<file path="src/rtl/vlat_alu_pkg.sv">
package vlat_alu_pkg;

    typedef enum logic [1:0] {
        CLS_ARITH  = 2'd0,
        CLS_MUL    = 2'd1,
        CLS_SHIFT  = 2'd2,
        CLS_BRANCH = 2'd3
    } op_class_e;

    localparam int LAT_ARITH  = 2;
    localparam int LAT_MUL    = 5;
    localparam int LAT_SHIFT  = 7;
    localparam int LAT_BRANCH = 6;
    localparam int LAT_MAX    = 7;
    localparam int CNTW       = $clog2(LAT_MAX + 1);

    typedef struct packed {
        logic            busy;
        logic [CNTW-1:0] cnt;
        op_class_e       cls;
    } ctrl_state_s;

    function automatic logic [CNTW-1:0] latency_of(op_class_e c);
        logic [CNTW-1:0] r;
        case (c)
            CLS_MUL:    r = CNTW'(LAT_MUL);
            CLS_SHIFT:  r = CNTW'(LAT_SHIFT);
            CLS_BRANCH: r = CNTW'(LAT_BRANCH);
            default:    r = CNTW'(LAT_ARITH);
        endcase
        return r;
    endfunction

endpackage

</file>
<file path="src/rtl/vlat_alu_decode.sv">
module vlat_alu_decode
    import vlat_alu_pkg::*;
#(
    parameter int OPW = 3
) (
    input  logic [OPW-1:0] op,
    output op_class_e      cls
);
    localparam logic [OPW-1:0] OP_MUL   = OPW'(2);
    localparam logic [OPW-1:0] OP_SHIFT = OPW'(3);
    localparam logic [OPW-1:0] OP_BRMIN = OPW'(4);

    always_comb begin
        if (op >= OP_BRMIN)       cls = CLS_BRANCH;
        else if (op == OP_SHIFT)  cls = CLS_SHIFT;
        else if (op == OP_MUL)    cls = CLS_MUL;
        else                      cls = CLS_ARITH;
    end
endmodule

</file>
<file path="src/rtl/vlat_alu_exec.sv">
module vlat_alu_exec
    import vlat_alu_pkg::*;
#(
    parameter int W   = 16,
    parameter int OPW = 3
) (
    input  op_class_e      cls,
    input  logic [OPW-1:0] op,
    input  logic [W-1:0]   a,
    input  logic [W-1:0]   b,
    output logic [W-1:0]   res
);
    localparam int SHW = (W > 1) ? $clog2(W) : 1;

    logic [SHW-1:0] shamt;
    logic [W-1:0]   sum_r;
    logic [W-1:0]   diff_r;
    logic [W-1:0]   prod_r;
    logic [W-1:0]   shl_r;
    logic           flag_r;

    generate
        if (W > 1) begin : g_shamt
            assign shamt = b[SHW-1:0];
        end else begin : g_shamt_one
            assign shamt = 1'b0;
        end
    endgenerate

    assign sum_r  = a + b;
    assign diff_r = a - b;
    assign prod_r = a * b;
    assign shl_r  = a << shamt;

    always_comb begin
        case (op[1:0])
            2'b00:   flag_r = (a == b);
            2'b01:   flag_r = (a != b);
            2'b10:   flag_r = ($signed(a) < $signed(b));
            default: flag_r = (a < b);
        endcase
    end

    always_comb begin
        case (cls)
            CLS_MUL:    res = prod_r;
            CLS_SHIFT:  res = shl_r;
            CLS_BRANCH: res = {{(W-1){1'b0}}, flag_r};
            default:    res = op[0] ? diff_r : sum_r;
        endcase
    end
endmodule

</file>
<file path="src/rtl/vlat_alu_ctrl.sv">
module vlat_alu_ctrl
    import vlat_alu_pkg::*;
(
    input  logic      clk,
    input  logic      rst,
    input  logic      in_valid,
    input  logic      out_ready,
    input  op_class_e cls_in,
    output logic      in_ready,
    output logic      out_valid,
    output logic      accept,
    output logic      load
);
    ctrl_state_s s_d, s_q;

    localparam logic [CNTW-1:0] CNT_ONE = CNTW'(1);

    always_comb begin
        s_d    = s_q;
        load   = 1'b0;
        accept = in_valid && !s_q.busy && !rst;
        if (s_q.busy) begin
            if (s_q.cnt == CNT_ONE) begin
                if (out_ready) begin
                    s_d.busy = 1'b0;
                    s_d.cnt  = '0;
                end
            end else if (s_q.cnt == '0) begin
                s_d.cnt = latency_of(cls_in);
                s_d.cls = cls_in;
                load    = 1'b1;
            end else begin
                s_d.cnt = s_q.cnt - CNT_ONE;
            end
        end else if (accept) begin
            s_d.busy = 1'b1;
        end
    end

    always_ff @(posedge clk) begin
        if (rst) begin
            s_q.busy <= 1'b0;
            s_q.cnt  <= '0;
            s_q.cls  <= CLS_ARITH;
        end else begin
            s_q <= s_d;
        end
    end

    assign in_ready  = !s_q.busy;
    assign out_valid = s_q.busy && (s_q.cnt == CNT_ONE);

    p_busy_blocks_r2: assert property (@(posedge clk) disable iff (rst)
        out_valid |-> !in_ready);
    p_single_accept_r10: assert property (@(posedge clk) disable iff (rst)
        (in_valid && in_ready) |=> !in_ready);
    p_release_r8: assert property (@(posedge clk) disable iff (rst)
        (out_valid && out_ready) |=> (!out_valid && in_ready));
    p_lat_arith_r3: assert property (@(posedge clk) disable iff (rst)
        ($rose(out_valid) && s_q.cls == CLS_ARITH) |-> $past(accept, 3));
    p_lat_mul_r4: assert property (@(posedge clk) disable iff (rst)
        ($rose(out_valid) && s_q.cls == CLS_MUL) |-> $past(accept, 6));
    p_lat_shift_r5: assert property (@(posedge clk) disable iff (rst)
        ($rose(out_valid) && s_q.cls == CLS_SHIFT) |-> $past(accept, 8));
    p_lat_branch_r6: assert property (@(posedge clk) disable iff (rst)
        ($rose(out_valid) && s_q.cls == CLS_BRANCH) |-> $past(accept, 7));
endmodule

</file>
<file path="src/rtl/vlat_alu.sv">
module vlat_alu
    import vlat_alu_pkg::*;
#(
    parameter int W   = 16,
    parameter int OPW = 3
) (
    input  logic           clk,
    input  logic           rst,
    input  logic           in_valid,
    output logic           in_ready,
    input  logic [OPW-1:0] in_op,
    input  logic [W-1:0]   in_a,
    input  logic [W-1:0]   in_b,
    output logic           out_valid,
    input  logic           out_ready,
    output logic [W-1:0]   out_data
);
    typedef struct packed {
        logic [OPW-1:0] op;
        logic [W-1:0]   a;
        logic [W-1:0]   b;
    } capture_s;

    typedef struct packed {
        capture_s     cap;
        logic [W-1:0] res;
    } dp_state_s;

    dp_state_s dp_d, dp_q;
    op_class_e cls;
    logic      accept;
    logic      load;
    logic [W-1:0] exec_res;

    vlat_alu_decode #(.OPW(OPW)) u_decode (
        .op  (dp_q.cap.op),
        .cls (cls)
    );

    vlat_alu_exec #(.W(W), .OPW(OPW)) u_exec (
        .cls (cls),
        .op  (dp_q.cap.op),
        .a   (dp_q.cap.a),
        .b   (dp_q.cap.b),
        .res (exec_res)
    );

    vlat_alu_ctrl u_ctrl (
        .clk       (clk),
        .rst       (rst),
        .in_valid  (in_valid),
        .out_ready (out_ready),
        .cls_in    (cls),
        .in_ready  (in_ready),
        .out_valid (out_valid),
        .accept    (accept),
        .load      (load)
    );

    always_comb begin
        dp_d = dp_q;
        if (accept) begin
            dp_d.cap.op = in_op;
            dp_d.cap.a  = in_a;
            dp_d.cap.b  = in_b;
        end
        if (load) begin
            dp_d.res = exec_res;
        end
    end

    always_ff @(posedge clk) begin
        if (rst) begin
            dp_q <= '0;
        end else begin
            dp_q <= dp_d;
        end
    end

    assign out_data = out_valid ? dp_q.res : '0;

    p_hold_r7: assert property (@(posedge clk) disable iff (rst)
        (out_valid && !out_ready) |=> (out_valid && $stable(out_data)));
    p_zero_idle_r11: assert property (@(posedge clk) disable iff (rst)
        !out_valid |-> (out_data == '0));
    p_capture_held_r9: assert property (@(posedge clk) disable iff (rst)
        !accept |=> $stable(dp_q.cap));
endmodule

</file>
<file path="config.mk">
export PLATFORM = sky130hd
export DESIGN_NAME = vlat_alu
export DESIGN_NICKNAME = d
export VERILOG_FILES = /design/src/rtl/vlat_alu_pkg.sv /design/src/rtl/vlat_alu_decode.sv /design/src/rtl/vlat_alu_exec.sv /design/src/rtl/vlat_alu_ctrl.sv /design/src/rtl/vlat_alu.sv
export SDC_FILE = /design/constraint.sdc
export NUM_CORES = 1
export LEC_CHECK = 0
export ABC_AREA = 1
export BUFFER_PORTS_ARGS = -buffer_cell sky130_fd_sc_hd__buf_2
export CORE_ASPECT_RATIO = 0.5
export CORE_UTILIZATION = 35
export CTS_CLUSTER_DIAMETER = 150
export DETAILED_ROUTE_END_ITERATION = 16
export MAX_ROUTING_LAYER = met4
export PLACE_DENSITY_LB_ADDON = 0.12
export SETUP_SLACK_MARGIN = 0.2
export SLEW_MARGIN = 0
export SYNTH_ARGS = -nofsm -noshare
export SYNTH_HDL_FRONTEND = slang
export SYNTH_HIERARCHICAL = 1
export SYNTH_SLANG_ARGS = --single-unit
</file>
<file path="constraint.sdc">
create_clock -name clk -period 5.4 [get_ports clk]
set_clock_uncertainty 0.1 [all_clocks]
set_input_delay 0.81 -clock clk [delete_from_list [all_inputs] [get_ports clk]]
set_output_delay 0.81 -clock clk [all_outputs]
set_load 0.05 [all_outputs]
</file>
==> results.tsv, run 1 <==
stage	metric	value	unit
power_and_ir_drop	Comb power frac	50.8	%
min_path	min-delay src	dp_q[50]	
drt	via-per-instance ratio	4.758	
sta	Max Clk Rate	0.1829	GHz
setup_path	CP max stage cell	fa_1	
grt	GRT overflow	0	
grt	largest net degree at the start of global routing	52	
setup_path	FF-to-FF End	dp_q[14]	
power_and_ir_drop	P_leak	6.632	nW
setup_path	slowest stage delay, CP	0.57	ns
power_and_ir_drop	Power Density	154.5	nW/um^2
min_path	Min-Delay Endpoint	dp_q[50]	
sta	Hold Vio Cnt, Final	0	
drt	DRC errors left	0	
cells_and_area	Layout Area Growth over Synthesis	18.62	%
drt	vias after detailed routing	9649	
power_and_ir_drop	switching power share of the total	45.75	%
setup_path	Setup crit start	dp_q[22]	
setup_path	critical path endpoint category	flop	
power_and_ir_drop	worst vdd ir	0.1253	mV
clock_tree	Bufs on Longest Clock Path	2	
clock_tree	CTS tree	built	
grt	initial antenna violation count	1	
clock_tree	CTS buffer count	5	
status	failing checks	setup timing	
clock_tree	clock transition at the registers of the reported paths	0.09	ns
logic_synthesis	most common flop cell mapped by yosys	dfxtp_1	
floorplan	Die Span Y	119.2	um
logic_synthesis	Synth Cell Area	9607	sq um
sta	pin slew with the least headroom to its limit	1.340	ns
logic_synthesis	Seq/Total Area, Yosys	11.46	%
power_and_ir_drop	Clock power frac	20.8	%
setup_path	setup slack, reg-to-reg	-0.07	ns
cells_and_area	final core area utilization	42.69	%
logic_synthesis	number of enable flip-flop cells after synthesis	0	
floorplan	Site Rows	42	
grt	vias in the first global route	9621	
floorplan	IO Count	57	
placement	DP Area	10860	sq um
setup_path	Critical Path RT	5.51	ns
sta	final worst-path cycle share	101.2	%
drt	Routed Antenna Nets	0	
grt	first-pass GRT wire length	53.41	mm
logic_synthesis	Synth Instances	1555	
clock_tree	Post-CTS Hold Buffers	0	
placement	Port-buffer cells	56	
grt	GRT Total Usage	25.43	%
setup_path	Reg2Reg Launch Point	dp_q[22]	
clock_tree	H-tree Lvls	2	
min_path	Hold WC Path Type	reg2reg	
setup_path	Critical Path AT	5.58	ns
logic_synthesis	Unique masters post-synth	50	
placement	GP Congestion	0.9415	
power_and_ir_drop	Pwr Total	1.760	mW
floorplan	die footprint	28150	sq um
setup_path	kind of critical path	reg2reg	
drt	Avg WL per Cell	16.48	um
sta	unrepaired setup endpoints after global routing	yes	
cells_and_area	design area	11400	sq um
drt	drt first pass iters	5	
clock_tree	TritonCTS sink count	55	
run	max capacitance violation total	0	
logic_synthesis	Avg Cell Area, Syn	6.178	sq um
logic_synthesis	flops & latches, synth	55	
sta	Slew Limit Fails	0	
sta	min Tclk post-route	5.466	ns
sta	Worst Setup Slack, final	-0.06631	ns
power_and_ir_drop	sequential power share	28.4	%
logic_synthesis	Yosys warnings	6	
drt	final WL	33.42	mm
setup_path	Buf/Inv on CP	8	
floorplan	die width	236.3	um
sta	final setup fails	1	
power_and_ir_drop	P_int	0.9548	mW
power_and_ir_drop	Net Sw Power	0.8053	mW
floorplan	CORE AREA	26700	sq um
status	run status	complete, but fails checks	
drt	Detailed Route Iter0 Violations	817	
setup_path	CP Launch Type	flop	
placement	DP Wirelength	27.96	mm
setup_path	crit path max fanout	2	
min_path	Worst Hold Path Cells	2	
sta	Rel. slew slack	10.32	%
cells_and_area	Ant. Diodes	0	
logic_synthesis	asr flop ratio synth	0	%
sta	Hold WS	0.3735	ns
cells_and_area	layout cell share with drive strength beyond 1	18.02	%
cells_and_area	fin nets	1882	
clock_tree	Clk Latency, worst-skew pair	0.31	ns
clock_tree	root buffer cell	clkbuf_16	
setup_path	Crit path max-delay family	adder cells	
logic_synthesis	Syn Nets	1762	
setup_path	R2R depth	26	
floorplan	Starting Density	35.99	%
## worst max path at each step
stage               depth (start not counted)  slack, ns  endpoint
floorplan                                  27       0.19  dp_q[14]
global placement                           25      -0.13  dp_q[14]
detailed placement                         25      -0.20  dp_q[14]
CTS                                        26      -0.05  dp_q[14]
global route                               28      -0.30  dp_q[14]
finish                                     26      -0.07  dp_q[14]
## state kept, by name, indices dropped and copies added (netlist names)
name and flops:
dp_q 51, u_ctrl/s_q 4
## per-layer routing
| metal | GRT usage [%] | routed length [um] | vias up | share of wire [%] |
|---|---|---|---|---|
| met5 | - | 0 | - | 0 |
| met4 | 3.734 | 283 | 0 | 0.85 |
| met3 | 3.964 | 2840 | 17 | 8.5 |
| met2 | 35.81 | 13240 | 230 | 40 |
| met1 | 38.33 | 17060 | 4536 | 51 |
| li1 | - | - | 4866 | - |
## placed cells by master (no fill, tap or decap), types with 12 or more instances in the layout
cell	instances
a21oi_1	45
a21oi_2	13
buf_2	56
buf_4	104
dfxtp_1	38
fa_1	78
ha_1	73
inv_1	340
inv_2	28
nand2_1	481
nand3_1	66
nor2_1	135
nor2_2	12
o21ai_0	39
o21ai_1	12
## cell families after synthesis
family                   synth area share, %
AO/OA/AOI/OAI                          9.364
flip-flops                             11.46
adder cells (fa/ha/maj)                28.29
buffers and inverters                  18.85
AND/OR/NAND/NOR                        30.95
XOR/XNOR                               1.094
## power groups by stage
stage / clock [mW] / sequential (mW) / combinational (mW)
floorplan: 0 / 0.481 / 0.575
global placement: 0 / 0.506 / 0.828
detailed placement: 0 / 0.507 / 0.831
CTS: 0.384 / 0.499 / 0.869
global route: 0.392 / 0.505 / 1.00
finish: 0.366 / 0.499 / 0.895
## cells in the mapped netlist (3+ instances only)
| library cell | number | area (sq um) |
|---|---|---|
| nand2_1 | 491 | 1843 |
| inv_1 | 364 | 1366 |
| nor2_1 | 136 | 510.5 |
| ha_1 | 86 | 1076 |
| fa_1 | 82 | 1642 |
| nand3_1 | 67 | 335.3 |
| dfxtp_1 | 55 | 1101 |
| a21oi_1 | 53 | 265.3 |
| o21ai_0 | 41 | 205.2 |
| buf_2 | 17 | 85.08 |
| buf_4 | 13 | 97.59 |
| o21ai_1 | 13 | 65.06 |
| clkbuf_1 | 12 | 45.04 |
| nor2_2 | 12 | 75.07 |
| buf_6 | 10 | 112.6 |
| xor2_1 | 10 | 87.58 |
| nor3_1 | 9 | 45.04 |
| o211ai_1 | 8 | 60.06 |
| inv_2 | 7 | 26.28 |
| nand4_1 | 7 | 43.79 |
| a21oi_2 | 5 | 43.79 |
| a31oi_1 | 5 | 31.28 |
| o21bai_1 | 5 | 37.54 |
| buf_8 | 4 | 60.06 |
| nand3b_1 | 3 | 22.52 |
| o2111ai_1 | 3 | 26.28 |
| o221ai_1 | 3 | 26.28 |
| o22ai_1 | 3 | 18.77 |
## repair_timing
item | CTS | global route
buffers inserted | 7 | 0
gates resized for setup | 57 | 45
pin swaps | 19 | 27
endpoints found under the setup margin | 7 | 8
## metrics by stage
stage | setup slack [ns] | TNS (ns) | instances
final | -0.06631 | -0.06631 | 2028
after global routing | -0.3006 | -1.110 | 2028
after CTS | -0.04785 | -0.04785 | 2028
after detailed placement | -0.1957 | -0.7380 | 2013
after global placement | -0.1263 | -0.3927 | 2013
after floorplan | 0.1936 | 0 | 1555
## cell type report
type	count	area, sq um
clock inverter	3	28.78
fill	2917	15300
tap	352	440.4
inverter	372	1404
timing repair buffer	172	1240
multi-input combinational	1069	7018
sequential	55	1140
clock buffer	5	125.1
## tightest hold or removal path, stage by stage (launching register included)
cell and delay, ns:
dfxtp_1 0.32, nor2_1 0.08, nor2_1 0.05
(Power assumes the default switching activity.)
==> run 2, diff against run 1 <==
--- a/config.mk
+++ b/config.mk
@@ -11,6 +11,7 @@
 export CORE_UTILIZATION = 35
 export CTS_CLUSTER_DIAMETER = 150
 export DETAILED_ROUTE_END_ITERATION = 16
+export GPL_TIMING_DRIVEN = 0
 export MAX_ROUTING_LAYER = met4
 export PLACE_DENSITY_LB_ADDON = 0.12
 export SETUP_SLACK_MARGIN = 0.2
@@ -19,3 +20,4 @@
 export SYNTH_HDL_FRONTEND = slang
 export SYNTH_HIERARCHICAL = 1
 export SYNTH_SLANG_ARGS = --single-unit
+export TNS_END_PERCENT = 5
==> run 2 against run 1 <==
The flow still finishes with violations (setup timing). Worst hold slack lost 0.0024 ns. Sequential share of layout area grew 0.066 points. Combinational power shrank 2.5%. Sequential power is essentially flat. Fmax shrank 3.7%. Final cell count shrank 1.9%. First-iteration DRC count shrank 14%. Utilization shrank 0.75 points. Global-route usage shrank 1.5 points. Largest cell class unchanged. Highest routed layer unchanged.
==> results.tsv, run 2 (synthesis results as in run 1) <==
stage	metric	value	unit
status	run status	complete, but fails checks	
status	failing checks	setup timing	
sta	Worst Setup Slack, final	-0.2781	ns
grt	GRT Total Usage	23.89	%
grt	initial antenna violation count	1	
drt	via-per-instance ratio	4.811	
setup_path	slowest stage delay, CP	0.70	ns
sta	final worst-path cycle share	105.2	%
sta	unrepaired setup endpoints after global routing	yes	
power_and_ir_drop	Power Density	152.4	nW/um^2
clock_tree	CTS buffer count	5	
floorplan	Die Span Y	119.2	um
clock_tree	Bufs on Longest Clock Path	2	
cells_and_area	commonest non-fill, non-tap cell in the layout	nand2_1	
min_path	Min-Delay Endpoint	dp_q[7]	
sta	final setup fails	6	
setup_path	worst path cell trace	nand2_1, fa_1, fa_1, inv_1, fa_1, fa_1, fa_1, inv_2, fa_2, inv_2, ha_4, inv_4, nor4_4, nand3_1, nand4_1, buf_4, o21ai_4, nand3_4, inv_2, nand2_1, inv_1, nand2_1, nand2_1, nor2_1	
drt	DRC errors left	0	
floorplan	die width	236.3	um
cells_and_area	Largest regs	dp_q: 51 flops, u_ctrl/s_q: 4 flops	
setup_path	Reg2Reg Launch Point	dp_q[43]	
setup_path	Critical Path AT	5.79	ns
clock_tree	TritonCTS sink count	55	
grt	GRT overflow	0	
power_and_ir_drop	P_leak	6.483	nW
setup_path	CP Launch Type	flop	
setup_path	Critical Path RT	5.51	ns
cells_and_area	fin nets	1844	
cells_and_area	Layout Area Growth over Synthesis	16.55	%
min_path	Hold WC Path Type	reg2reg	
placement	DP Wirelength	26.06	mm
clock_tree	clock transition at the registers of the reported paths	0.07	ns
setup_path	critical path endpoint category	flop	
setup_path	CP max stage cell	dfxtp_1	
sta	min Tclk post-route	5.678	ns
floorplan	Site Rows	42	
setup_path	FF-to-FF End	dp_q[14]	
cells_and_area	register name with the most flops	dp_q	
sta	Max Clk Rate	0.1761	GHz
cells_and_area	most frequent cells in the layout	nand2_1, inv_1, nor2_1, fa_1, ha_1	
min_path	min-delay src	dp_q[7]	
drt	Routed Antenna Nets	0	
setup_path	crit path max fanout	9	
cells_and_area	max FFs per register	51	
clock_tree	CTS tree	built	
drt	final WL	31.57	mm
sta	pin slew with the least headroom to its limit	0.8805	ns
clock_tree	Clk Latency, worst-skew pair	0.31	ns
cells_and_area	layout cell share with drive strength beyond 1	16.00	%
grt	first-pass GRT wire length	50.43	mm
placement	Port-buffer cells	56	
sta	Hold Vio Cnt, Final	0	
setup_path	setup slack, reg-to-reg	-0.28	ns
grt	vias in the first global route	9284	
cells_and_area	Ant. Diodes	0	
grt	largest net degree at the start of global routing	17	
placement	GP Congestion	0.9966	
floorplan	die footprint	28150	sq um
sta	Rel. slew slack	40.85	%
run	max capacitance violation total	0	
drt	vias after detailed routing	9574	
setup_path	kind of critical path	reg2reg	
floorplan	CORE AREA	26700	sq um
min_path	Worst Hold Path Cells	2	
drt	drt first pass iters	5	
sta	Slew Limit Fails	0	
floorplan	Starting Density	35.99	%
setup_path	R2R depth	24	
clock_tree	root buffer cell	clkbuf_16	
setup_path	Setup crit start	dp_q[43]	
drt	Avg WL per Cell	15.86	um
power_and_ir_drop	Pwr Total	1.706	mW
power_and_ir_drop	worst vdd ir	0.1373	mV
setup_path	Top cell by count, worst path	fa_1	
clock_tree	H-tree Lvls	2	
clock_tree	Post-CTS Hold Buffers	0	
drt	Detailed Route Iter0 Violations	702	
floorplan	IO Count	57	
cells_and_area	final core area utilization	41.94	%
==> run 2: per-layer routing <==
layer | share of wire [%] | track usage, %
met5 | 0 | -
met1 | 51 | 34.73
met3 | 7.4 | 4.567
met2 | 40 | 34.28
met4 | 1.4 | 4.343
==> run 2: worst max-delay path by stage <==
stage                          end  cells past startpoint
final                     dp_q[14]                     24
after CTS                 dp_q[14]                     28
after global placement    dp_q[12]                     27
after global routing      dp_q[14]                     32
after detailed placement  dp_q[12]                     27
after floorplan           dp_q[15]                     27
==> run 2: layout make-up <==
| cell class | count | area, sq um |
|---|---|---|
| Inverter | 372 | 1399 |
| Multi-Input combinational cell | 1069 | 7116 |
| Buffer | 59 | 543.0 |
| Timing Repair Buffer | 75 | 430.4 |
| Clock inverter | 2 | 12.51 |
| Sequential cell | 55 | 1127 |
| Fill cell | 2946 | 15500 |
| Tap cell | 352 | 440.4 |
| Clock buffer | 6 | 128.9 |
==> run 2: where the power goes <==
part / switching (mW) / total [mW] / internal (mW)
Clock: 0.162 / 0.334 / 0.172
Sequential: 0.0530 / 0.498 / 0.445
Combinational: 0.558 / 0.873 / 0.315
==> run 2: worst max-delay path: cells and delay by family (launching register included) <==
kind                       cells  cell delay, ns
AOI/OAI and AO/OA              1            0.18
and+or+nand+nor                9            0.70
adders and majority gates      7            3.38
buffers and inverters          7            0.50
DFF                            1            0.70
==> run 2: timing repair <==
action / in CTS / in global routing
pin swaps: 31 / 40
buffers inserted: 11 / 7
setup endpoints to repair: 8 / 8
cloned: 0 / 1
endpoints found under the hold margin: 0 / 0
resized for setup: 85 / 49
==> run 2: per-stage QoR <==
step / area (sq um) / hold slack, ns / setup slack, ns / cells / setup TNS (ns)
after floorplan: 9722 / 0.3489 / 0.1860 / 1555 / 0
after global placement: 10440 / 0.3619 / -0.9228 / 1963 / -4.901
after detailed placement: 10440 / 0.3631 / -0.9541 / 1963 / -5.010
after CTS: 10960 / 0.3732 / -0.2985 / 1982 / -1.210
after global routing: 11200 / 0.3946 / -0.4807 / 1990 / -2.506
final: 11200 / 0.3711 / -0.2781 / 1990 / -1.118
